File: src/rtl/clksel_pkg.sv
package clksel_pkg;

    // Selection mode encoding
    typedef enum logic [1:0] {
        MODE_MANUAL      = 2'b00,
        MODE_AUTO_NONREV = 2'b01,
        MODE_AUTO_REV    = 2'b10,
        MODE_MANUAL_ALT  = 2'b11
    } sel_mode_e;

    // Per-input monitor states
    typedef enum logic {
        MON_VALID = 1'b0,
        MON_LOST  = 1'b1
    } mon_state_e;

    // Selector states
    typedef enum logic {
        ST_HOLDOVER = 1'b0,
        ST_TRACK    = 1'b1
    } sel_state_e;

endpackage

File: src/rtl/clksel_los_mon.sv
module clksel_los_mon
    import clksel_pkg::*;
#(
    parameter int LOS_WIN = 64,
    parameter int VAL_WIN = 4
) (
    input  logic clk,
    input  logic rst_n,
    input  logic edge_i,
    output logic alarm_o
);

    localparam int CW = $clog2(LOS_WIN + 1);
    localparam int VW = $clog2(VAL_WIN + 1);

    mon_state_e     st_q, st_d;
    logic [CW-1:0]  gap_q;
    logic [CW-1:0]  win_q;
    logic           seen_q;
    logic [VW-1:0]  good_q;
    logic           win_end;
    logic           win_hit;

    assign win_end = (win_q == CW'(LOS_WIN - 1));
    assign win_hit = seen_q | edge_i;

    // Count the sampled cycles since the last edge, saturating at LOS_WIN.
    always_ff @(posedge clk) begin
        if (!rst_n) begin
            gap_q <= '0;
        end else if (edge_i) begin
            gap_q <= '0;
        end else if (gap_q != CW'(LOS_WIN)) begin
            gap_q <= gap_q + CW'(1);
        end
    end

    // Next-state logic.
    always_comb begin
        st_d = st_q;
        unique case (st_q)
            MON_VALID: begin
                if (!edge_i && gap_q >= CW'(LOS_WIN - 1)) begin
                    st_d = MON_LOST;
                end
            end
            MON_LOST: begin
                if (win_end && win_hit && good_q == VW'(VAL_WIN - 1)) begin
                    st_d = MON_VALID;
                end
            end
        endcase
    end

    // State register.
    always_ff @(posedge clk) begin
        if (!rst_n) begin
            st_q <= MON_LOST;
        end else begin
            st_q <= st_d;
        end
    end

    // Revalidation windows run only while the input is in alarm.
    always_ff @(posedge clk) begin
        if (!rst_n || st_q == MON_VALID) begin
            win_q  <= '0;
            seen_q <= 1'b0;
            good_q <= '0;
        end else if (win_end) begin
            win_q  <= '0;
            seen_q <= 1'b0;
            if (win_hit && good_q != VW'(VAL_WIN - 1)) begin
                good_q <= good_q + VW'(1);
            end else begin
                good_q <= '0;
            end
        end else begin
            win_q  <= win_q + CW'(1);
            seen_q <= win_hit;
        end
    end

    always_comb begin
        alarm_o = (st_q == MON_LOST);
    end

endmodule

File: src/rtl/clksel_deglitch.sv
module clksel_deglitch #(
    parameter int W    = 2,
    parameter int HOLD = 16
) (
    input  logic         clk,
    input  logic         rst_n,
    input  logic [W-1:0] raw_i,
    output logic [W-1:0] sel_o
);

    localparam int CW = $clog2(HOLD + 1);

    logic [W-1:0]  acc_q;
    logic [W-1:0]  cand_q;
    logic [CW-1:0] cnt_q;

    // A new value is accepted once it has been seen HOLD consecutive
    // cycles; HOLD must be at least 2.
    always_ff @(posedge clk) begin
        if (!rst_n) begin
            acc_q  <= '0;
            cand_q <= '0;
            cnt_q  <= '0;
        end else if (raw_i == acc_q) begin
            cand_q <= raw_i;
            cnt_q  <= '0;
        end else if (raw_i != cand_q) begin
            cand_q <= raw_i;
            cnt_q  <= CW'(1);
        end else if (cnt_q == CW'(HOLD - 1)) begin
            acc_q  <= raw_i;
            cnt_q  <= '0;
        end else begin
            cnt_q  <= cnt_q + CW'(1);
        end
    end

    assign sel_o = acc_q;

endmodule

File: src/rtl/clksel_fsm.sv
module clksel_fsm
    import clksel_pkg::*;
#(
    parameter int N_IN = 4,
    localparam int SEL_W = $clog2(N_IN)
) (
    input  logic             clk,
    input  logic             rst_n,
    input  logic [1:0]       mode_i,
    input  logic [SEL_W-1:0] man_i,
    input  logic [N_IN-1:0]  los_i,
    output logic [N_IN-1:0]  active_o,
    output logic             hold_o
);

    sel_state_e       st_q, st_d;
    logic [SEL_W-1:0] idx_q, idx_d;
    logic [SEL_W-1:0] best;
    logic             any_ok;
    sel_mode_e        mode;

    assign mode = sel_mode_e'(mode_i);

    // Highest-priority input not in alarm; input 1 (index 0) wins.
    always_comb begin
        best   = '0;
        any_ok = 1'b0;
        for (int i = N_IN - 1; i >= 0; i--) begin
            if (!los_i[i]) begin
                best   = SEL_W'(i);
                any_ok = 1'b1;
            end
        end
    end

    // Next-state logic.
    always_comb begin
        st_d  = st_q;
        idx_d = idx_q;
        unique case (mode)
            MODE_AUTO_REV: begin
                if (any_ok) begin
                    st_d  = ST_TRACK;
                    idx_d = best;
                end else begin
                    st_d  = ST_HOLDOVER;
                end
            end
            MODE_AUTO_NONREV: begin
                if (st_q == ST_TRACK && !los_i[idx_q]) begin
                    st_d = ST_TRACK;
                end else if (any_ok) begin
                    st_d  = ST_TRACK;
                    idx_d = best;
                end else begin
                    st_d  = ST_HOLDOVER;
                end
            end
            MODE_MANUAL, MODE_MANUAL_ALT: begin
                idx_d = man_i;
                st_d  = los_i[man_i] ? ST_HOLDOVER : ST_TRACK;
            end
        endcase
    end

    // State register.
    always_ff @(posedge clk) begin
        if (!rst_n) begin
            st_q  <= ST_HOLDOVER;
            idx_q <= '0;
        end else begin
            st_q  <= st_d;
            idx_q <= idx_d;
        end
    end

    // Outputs.
    always_comb begin
        hold_o   = 1'b1;
        active_o = '0;
        unique case (st_q)
            ST_TRACK: begin
                hold_o   = 1'b0;
                active_o = N_IN'(1) << idx_q;
            end
            ST_HOLDOVER: begin
                hold_o   = 1'b1;
                active_o = '0;
            end
        endcase
    end

endmodule

File: src/rtl/clksel_ctrl.sv
module clksel_ctrl
    import clksel_pkg::*;
#(
    parameter int N_IN    = 4,
    parameter int LOS_WIN = 64,
    parameter int VAL_WIN = 4,
    parameter int DGL_LEN = 16,
    localparam int SEL_W  = $clog2(N_IN)
) (
    input  logic             clk,
    input  logic             rst_n,
    input  logic [N_IN-1:0]  edge_in,
    input  logic [1:0]       mode_sel,
    input  logic [SEL_W-1:0] man_sel,
    output logic [N_IN-1:0]  active_onehot,
    output logic [N_IN-2:0]  los_alarm,
    output logic             alarm_out,
    output logic             holdover
);

    logic [N_IN-1:0]  los_vec;
    logic [SEL_W-1:0] man_acc;

    for (genvar g = 0; g < N_IN; g++) begin : g_mon
        clksel_los_mon #(
            .LOS_WIN (LOS_WIN),
            .VAL_WIN (VAL_WIN)
        ) u_mon (
            .clk     (clk),
            .rst_n   (rst_n),
            .edge_i  (edge_in[g]),
            .alarm_o (los_vec[g])
        );
    end

    clksel_deglitch #(
        .W    (SEL_W),
        .HOLD (DGL_LEN)
    ) u_dgl (
        .clk   (clk),
        .rst_n (rst_n),
        .raw_i (man_sel),
        .sel_o (man_acc)
    );

    clksel_fsm #(
        .N_IN (N_IN)
    ) u_fsm (
        .clk      (clk),
        .rst_n    (rst_n),
        .mode_i   (mode_sel),
        .man_i    (man_acc),
        .los_i    (los_vec),
        .active_o (active_onehot),
        .hold_o   (holdover)
    );

    assign los_alarm = los_vec[N_IN-2:0];
    assign alarm_out = los_vec[N_IN-1] | holdover;

endmodule

File: config.mk
export PLATFORM = sky130hd
export DESIGN_NAME = clksel_ctrl
export DESIGN_NICKNAME = d
export VERILOG_FILES = /design/src/rtl/clksel_pkg.sv /design/src/rtl/clksel_los_mon.sv /design/src/rtl/clksel_deglitch.sv /design/src/rtl/clksel_fsm.sv /design/src/rtl/clksel_ctrl.sv
export SDC_FILE = /design/constraint.sdc
export NUM_CORES = 1
export LEC_CHECK = 0
export BUFFER_PORTS_ARGS = -buffer_cell sky130_fd_sc_hd__buf_2
export CAP_MARGIN = 20
export CELL_PAD_IN_SITES_DETAIL_PLACEMENT = 1
export CELL_PAD_IN_SITES_GLOBAL_PLACEMENT = 1
export CORE_MARGIN = 2
export CORE_UTILIZATION = 47
export CTS_CLUSTER_DIAMETER = 80
export DETAILED_ROUTE_END_ITERATION = 10
export MAX_ROUTING_LAYER = met4
export PLACE_DENSITY_LB_ADDON = 0.1
export SYNTH_ARGS = -nofsm -noshare
export SYNTH_HDL_FRONTEND = slang
export SYNTH_SLANG_ARGS = --single-unit
export TNS_END_PERCENT = 100
File: constraint.sdc
create_clock -name clk -period 1.9 [get_ports clk]
set_input_delay 0.38 -clock clk [delete_from_list [all_inputs] [get_ports clk]]
set_output_delay 0.38 -clock clk [all_outputs]
set_load 0.02 [all_outputs]
==> flow_summary.toml, run 1 <==
[final_layout]
final.fill_count = 962
share_of_cells_above_drive_strength_1_pct = 9.23
number_of_diodes_added_for_antenna_fixing = 0
growth_of_design_area_from_synthesis_to_finish_pct = 9.76
layout.core_utilization_pct = 53.1
nNetsFinal = 485
fin_cells = 560

[critical_path]
cp_cell_sequence = "nor2b_1, and2_1, buf_2"
critical_path.startpoint_type = "flip-flop"
worst_path_max_fanout = 6
cp_max_delay_cell = "sky130_fd_sc_hd__dfxtp_1"
slowest_delay_ps = 450
critPathRequiredTime_ps = 1520
critical_path.endpoint_type = "output port"
criticalPathCategory = "reg2out"
worst_ep_arrival_time_ps = 1330
ff2ff_path_depth = 5

[floorplanning]
core.rowCount = 33
io-pin-count = 19
dieArea_um2 = 9210
core_area_um2 = 8220
die_x_um = 96.0
floorplan.initialDensity_pct = 48.4
height_of_the_chip_um = 96.0

[synthesis]
post_synth_num_cell_types = 44
syn-mean-instance-area_um2 = 9.26
synth.largest_area_cell = "sky130_fd_sc_hd__dfxtp_1"
async_sr_flop_fraction_pct = 0
synthesis.instances = 429
syn_area_um2 = 3970
seq_area_frac_synth_pct = 44.3
edff_count_synth = 0
synth.top_cells.by_area = "sky130_fd_sc_hd__dfxtp_1, sky130_fd_sc_hd__ha_1, sky130_fd_sc_hd__nor2_1"
number_of_warning_messages_in_the_yosys_log = 0
synth_fp_nets = 463
synth_flop_cell = "sky130_fd_sc_hd__dfxtp_1"
yosys.area.top_type_share_pct = 44.3
synth.ff_latch_count = 88

[sta]
final.setup.tns_ps = 0
achievable-frequency_mhz = 586
post-route-period-util_pct = 89.8
finalHoldViolCount = 0
finalCriticalPeriod_ps = 1710
report.final.slew_viol_count = 0
worst_pin_slew_ps = 368
timing.clock.skew_ps = 7.58
max-slew-margin-rel_pct = 75.4
report.final.setup_viol = 0
grt_setup_unrepaired = "false"

[clock_network]
clock_latency_ps = 350
deepest_clock_path_buffer_count = 2
post_cts.repair.setup_buffers = 0
cts.htree.levels = 3
clk_pin_slew_ps = 80
holdBufCountCts = 0
cts-root-buf = "sky130_fd_sc_hd__clkbuf_8"
tritoncts.num_buffers = 9
cts.repair.resized = 0
clock_sink_count = 88
cts_tree = "built"

[detailed_routing]
detail_route.wl_per_cell_um = 13.7
routed-via-count = 2951
count_of_tritonroute_iterations_in_the_first_routing_pass = 4
vias_per_cell = 5.27
detail_route.iter0.violations = 61
wl_um = 7680
route.antenna.remaining_nets = 0
remaining_drc_errors = 0

[global_routing]
grt_max_degree = 16
grt_residual_overflow = 0
grt_first_pass_wirelength_um = 13000
global_route.usage.total_pct = 18.5
number_of_global_route_vias_before_repair = 2982
number_of_antenna_violations_at_the_first_check_in_global_routing = 0

[hold_path]
hold-path-cell-count = 3
hold_path_class = "in2reg"

[outcome]
result_of_the_run = "complete, no violations"

[run]
reported_max_cap_violation_count = 0

[power]
vdd.ir_drop.worst_mv = 0.353
power.density_cell_area_nw_per_um2 = 808
static-leakage-power_nw = 1.89

[placement]
dp_cells = 545
dp_hpwl_um = 5650
place_congestion = 0.736
port_buffers = 18
## cells in the mapped netlist (2+ instances only)
cell and count:
sky130_fd_sc_hd__and3_4 2, sky130_fd_sc_hd__nand4b_4 2, sky130_fd_sc_hd__nand3_1 32, sky130_fd_sc_hd__inv_1 23, sky130_fd_sc_hd__nor4_1 2, sky130_fd_sc_hd__or4b_1 2, sky130_fd_sc_hd__or4_1 4, sky130_fd_sc_hd__a21o_1 3
sky130_fd_sc_hd__xor2_1 23, sky130_fd_sc_hd__and3_1 13, sky130_fd_sc_hd__nor4b_1 2, sky130_fd_sc_hd__mux2i_1 10, sky130_fd_sc_hd__buf_4 4, sky130_fd_sc_hd__ha_1 24, sky130_fd_sc_hd__nor3_1 3, sky130_fd_sc_hd__o21ai_0 9
sky130_fd_sc_hd__clkbuf_1 2, sky130_fd_sc_hd__o311ai_0 3, sky130_fd_sc_hd__a21oi_1 12, sky130_fd_sc_hd__and2_1 3, sky130_fd_sc_hd__a31oi_1 8, sky130_fd_sc_hd__buf_6 3, sky130_fd_sc_hd__nand2b_1 11, sky130_fd_sc_hd__xnor2_1 23
sky130_fd_sc_hd__nand2_1 19, sky130_fd_sc_hd__dfxtp_1 88, sky130_fd_sc_hd__nor2_1 78, sky130_fd_sc_hd__nand3b_1 4, sky130_fd_sc_hd__and4b_1 2
## cells in the final DEF (no fill, tap or decap), types with 8 or more instances in the layout
cell,count
sky130_fd_sc_hd__dfxtp_1,88
sky130_fd_sc_hd__nand3_1,32
sky130_fd_sc_hd__clkbuf_8,11
sky130_fd_sc_hd__mux2i_1,10
sky130_fd_sc_hd__and3_1,13
sky130_fd_sc_hd__xnor2_1,23
sky130_fd_sc_hd__buf_2,18
sky130_fd_sc_hd__nand2b_1,11
sky130_fd_sc_hd__ha_1,24
sky130_fd_sc_hd__a21oi_1,12
sky130_fd_sc_hd__xor2_1,23
sky130_fd_sc_hd__nand2_1,19
sky130_fd_sc_hd__nor2_1,78
sky130_fd_sc_hd__o21ai_0,9
sky130_fd_sc_hd__a31oi_1,8
sky130_fd_sc_hd__inv_1,23
## registers in the layout, indices dropped and copies added (netlist names)
register and cells:
u_fsm.idx_q 2, u_dgl.cnt_q 5, g_mon.u_mon.win_q 28, g_mon.u_mon.gap_q 28, u_dgl.cand_q 2, g_mon.u_mon.seen_q 4, g_mon.u_mon.good_q 12, g_mon.u_mon.alarm_o 4
u_fsm.st_q 1, u_dgl.sel_o 2
## report_power, final
group | internal [mW] | switching, mW | leakage (nW)
Combinational | 0.0767 | 0.103 | 1.06
Sequential | 1.89 | 0.0403 | 0.715
Clock | 0.804 | 0.613 | 0.112
Total | 2.77 | 0.756 | 1.89
## per-layer routing
metal | GRT usage, % | part of all wire [%] | routed length [um] | vias to the layer above
met2 | 34.0 | 51 | 3950 | 20
li1 | - | - | - | 1503
met5 | - | 0 | 0 | -
met3 | 4.31 | 2.4 | 188 | 11
met4 | 5.71 | 1.4 | 104 | 0
met1 | 19.6 | 45 | 3440 | 1417
## kinds of logic after synthesis
| group | after synthesis | synth area share [%] |
|---|---|---|
| simple gates | 186 | 24.2 |
| flops | 88 | 44.3 |
| xor+xnor | 46 | 10.1 |
| compound gates | 41 | 6.64 |
| buf+inv | 33 | 4.09 |
| fa+ha+maj | 24 | 7.56 |
| mux | 11 | 3.09 |
## metrics by stage
| stage | worst slack [ps] | cell area [um2] | power, mW | hold WS [ps] |
|---|---|---|---|---|
| 5_1_grt | 95.1 | 4360 | 3.68 | 324 |
| 3_3_place_gp | 160 | 4140 | 2.14 | 422 |
| 3_5_place_dp | 125 | 4140 | 2.15 | 432 |
| 2_1_floorplan | 319 | 3970 | 2.09 | 412 |
| 6_report | 194 | 4360 | 3.52 | 294 |
| 4_1_cts | 140 | 4360 | 3.59 | 280 |
## final cells by class
class	instances	area [um2]	area share (%)
multi-input cells	308	2050	47.0
flip-flops and latches	88	1760	40.4
clock buffers	12	155	3.56
well taps	105	131	3.01
repair buffers	21	113	2.58
inverters	23	86.3	1.98
clock inverters	3	65.1	1.49
## worst max-delay path: cells and delay by family (launching register included)
family / cells / cell delay (ps)
buf+inv: 1 / 170
flops: 1 / 450
simple gates: 2 / 360
## final timing paths
check,from,endpoint,slack [ps]
setup / recovery,u_fsm.st_q$_SDFF_PN0_,active_onehot[1],190
hold / removal,edge_in[0],g_mon[0].u_mon.seen_q$_SDFF_PP0_,290
setup reg to reg,g_mon[1].u_mon.win_q[0]$_SDFF_PP0_,g_mon[1].u_mon.good_q[1]$_SDFFE_PP0N_,280
hold reg to reg,g_mon[2].u_mon.win_q[0]$_SDFF_PP0_,g_mon[2].u_mon.win_q[0]$_SDFF_PP0_,440
Note: power is estimated with default switching activity, not from simulation.
==> run 2, diff against run 1 <==
--- a/config.mk
+++ b/config.mk
@@ -9,6 +9,7 @@
 export CAP_MARGIN = 20
 export CELL_PAD_IN_SITES_DETAIL_PLACEMENT = 1
 export CELL_PAD_IN_SITES_GLOBAL_PLACEMENT = 1
+export CORE_ASPECT_RATIO = 1.2
 export CORE_MARGIN = 2
 export CORE_UTILIZATION = 47
 export CTS_CLUSTER_DIAMETER = 80
==> flow_summary.toml, run 2 (synthesis gave the netlist of run 1 again) <==
[outcome]
result_of_the_run = "complete, no violations"

[final_layout]
nNetsFinal = 487
growth_of_design_area_from_synthesis_to_finish_pct = 9.89
layout_common_cells = "sky130_fd_sc_hd__dfxtp_1, sky130_fd_sc_hd__nor2_1, sky130_fd_sc_hd__nand3_1, sky130_fd_sc_hd__ha_1"
largest_registers_ranked_by_flip_flop_count = "g_mon.u_mon.gap_q x28, g_mon.u_mon.win_q x28, g_mon.u_mon.good_q x12"
number_of_diodes_added_for_antenna_fixing = 0
layout_commonest_cell = "sky130_fd_sc_hd__dfxtp_1"
share_of_cells_above_drive_strength_1_pct = 9.61

[hold_path]
hold-path-cell-count = 2
hold_path_class = "in2reg"

[critical_path]
criticalPathCategory = "reg2out"
critPathRequiredTime_ps = 1520
worst_path_max_fanout = 6
critical_path.startpoint_type = "flip-flop"
critical_path_depth = 3
largest_delay_share_family_worst_path = "flip-flops"
worst_ep_arrival_time_ps = 1290
worstReg2RegEnd = "g_mon[1].u_mon.good_q[0]$_SDFFE_PP0N_"
ff2ff_path_depth = 5
regToRegSetupSlack_ps = 250
critical_path_buf_inv_count = 1
slowest_delay_ps = 420
cp_max_delay_cell = "sky130_fd_sc_hd__dfxtp_1"
cp_cell_sequence = "nor2b_1, and2_1, buf_2"
startpoint_of_the_lowest_slack_register_to_register_path = "g_mon[1].u_mon.win_q[0]$_SDFF_PP0_"
critical_path.endpoint_type = "output port"
setup.worst_path.start = "u_fsm.st_q$_SDFF_PN0_"
termination_of_the_worst_setup_path = "active_onehot[1]"

[clock_network]
cts_tree = "built"
post_cts.repair.setup_buffers = 0
cts.htree.levels = 3
tritoncts.num_buffers = 9
clk_pin_slew_ps = 90
clock_latency_ps = 360
deepest_clock_path_buffer_count = 2
clock_sink_count = 88
cts.repair.resized = 0
cts-root-buf = "sky130_fd_sc_hd__clkbuf_8"
holdBufCountCts = 0

[global_routing]
number_of_global_route_vias_before_repair = 3046
number_of_antenna_violations_at_the_first_check_in_global_routing = 0
grt_first_pass_wirelength_um = 13500
grt_residual_overflow = 0
global_route.usage.total_pct = 19.1
grt_max_degree = 16

[power]
power.switching_mw = 0.780
share_seq_of_total_power_pct = 56.3
share_clk_of_total_power_pct = 38.4
power_frac_comb_pct = 5.3
static-leakage-power_nw = 1.89
p_sw_share_pct = 22.8
power.density_cell_area_nw_per_um2 = 784
internal_power_contribution_mw = 2.64
vdd.ir_drop.worst_mv = 0.407

[placement]
place_congestion = 0.773
port_buffers = 18
place_worst_setup_slack_ps = 131
dp_hpwl_um = 5820

[floorplanning]
dieArea_um2 = 9210
core.rowCount = 36
core_area_um2 = 8150
height_of_the_chip_um = 105
die_x_um = 87.9
floorplan.initialDensity_pct = 48.7
io-pin-count = 19

[sta]
max-slew-margin-rel_pct = 72.8
finalCriticalPeriod_ps = 1670
achievable-frequency_mhz = 600
timing.clock.skew_ps = 7.15
finalHoldViolCount = 0
final.setup.tns_ps = 0
post-route-period-util_pct = 87.7
grt_setup_unrepaired = "false"
worst_pin_slew_ps = 407
setup_ws_ps = 234
report.final.slew_viol_count = 0
report.final.setup_viol = 0

[detailed_routing]
vias_per_cell = 5.16
count_of_tritonroute_iterations_in_the_first_routing_pass = 4
wl_um = 7770
detail_route.iter0.violations = 46
routed-via-count = 2954
detail_route.wl_per_cell_um = 13.6
route.antenna.remaining_nets = 0
remaining_drc_errors = 0

[run]
reported_max_cap_violation_count = 0
run 2: cell count changes in the layout (fill, tap and decap cells not counted), sizes merged:
cell and delta:
buf +2, clkinv +1, bufinv -1, clkbuf +1
run 2: routing by layer:
| layer | vias to the layer above | routed length (um) | global-route usage (%) |
|---|---|---|---|
| li1 | 1505 | - | - |
| met3 | 19 | 159 | 3.00 |
| met1 | 1403 | 3430 | 21.6 |
| met4 | 0 | 239 | 10.4 |
| met2 | 27 | 3940 | 31.5 |
| met5 | - | 0 | - |
run 2: per-stage QoR:
step / cell area (um2) / util [%] / cells / total power [mW] / hold slack [ps]
6_report: 4370 / 53.6 / 572 / 3.42 / 297
5_1_grt: 4370 / 53.6 / 572 / 3.59 / 291
4_1_cts: 4370 / 53.6 / 572 / 3.48 / 272
3_5_place_dp: 4170 / 51.1 / 556 / 2.16 / 437
3_3_place_gp: 4170 / 51.1 / 556 / 2.14 / 424
2_1_floorplan: 3970 / - / 429 / 2.09 / 412
run 2: layout make-up:
class,count,area [um2]
Clock inverter,3,40.0
Fill cell,991,3790
Multi-Input combinational cell,308,2050
Tap cell,114,143
Clock buffer,13,159
Sequential cell,88,1760
Timing Repair Buffer,23,128
Inverter,23,86.3
run 2: power groups by stage:
| stage | clock, mW | combinational [mW] | sequential (mW) |
|---|---|---|---|
| 4_1_cts | 1.37 | 0.187 | 1.93 |
| 2_1_floorplan | 0 | 0.133 | 1.96 |
| 3_5_place_dp | 0 | 0.186 | 1.97 |
| 5_1_grt | 1.44 | 0.213 | 1.94 |
| 3_3_place_gp | 0 | 0.174 | 1.97 |
| 6_report | 1.31 | 0.182 | 1.93 |
run 2: worst min-delay path by stage:
stage                                  startpoint  slack [ps]                            endpoint
2_1_floorplan  g_mon[3].u_mon.win_q[0]$_SDFF_PP0_         410  g_mon[3].u_mon.win_q[0]$_SDFF_PP0_
3_3_place_gp   g_mon[2].u_mon.win_q[0]$_SDFF_PP0_         420  g_mon[2].u_mon.win_q[0]$_SDFF_PP0_
3_5_place_dp   g_mon[3].u_mon.win_q[0]$_SDFF_PP0_         440  g_mon[3].u_mon.win_q[0]$_SDFF_PP0_
4_1_cts                                man_sel[1]         270        u_dgl.cand_q[1]$_SDFFE_PN0P_
5_1_grt                                man_sel[1]         290        u_dgl.cand_q[1]$_SDFFE_PN0P_
6_report                               man_sel[1]         300        u_dgl.cand_q[1]$_SDFFE_PN0P_
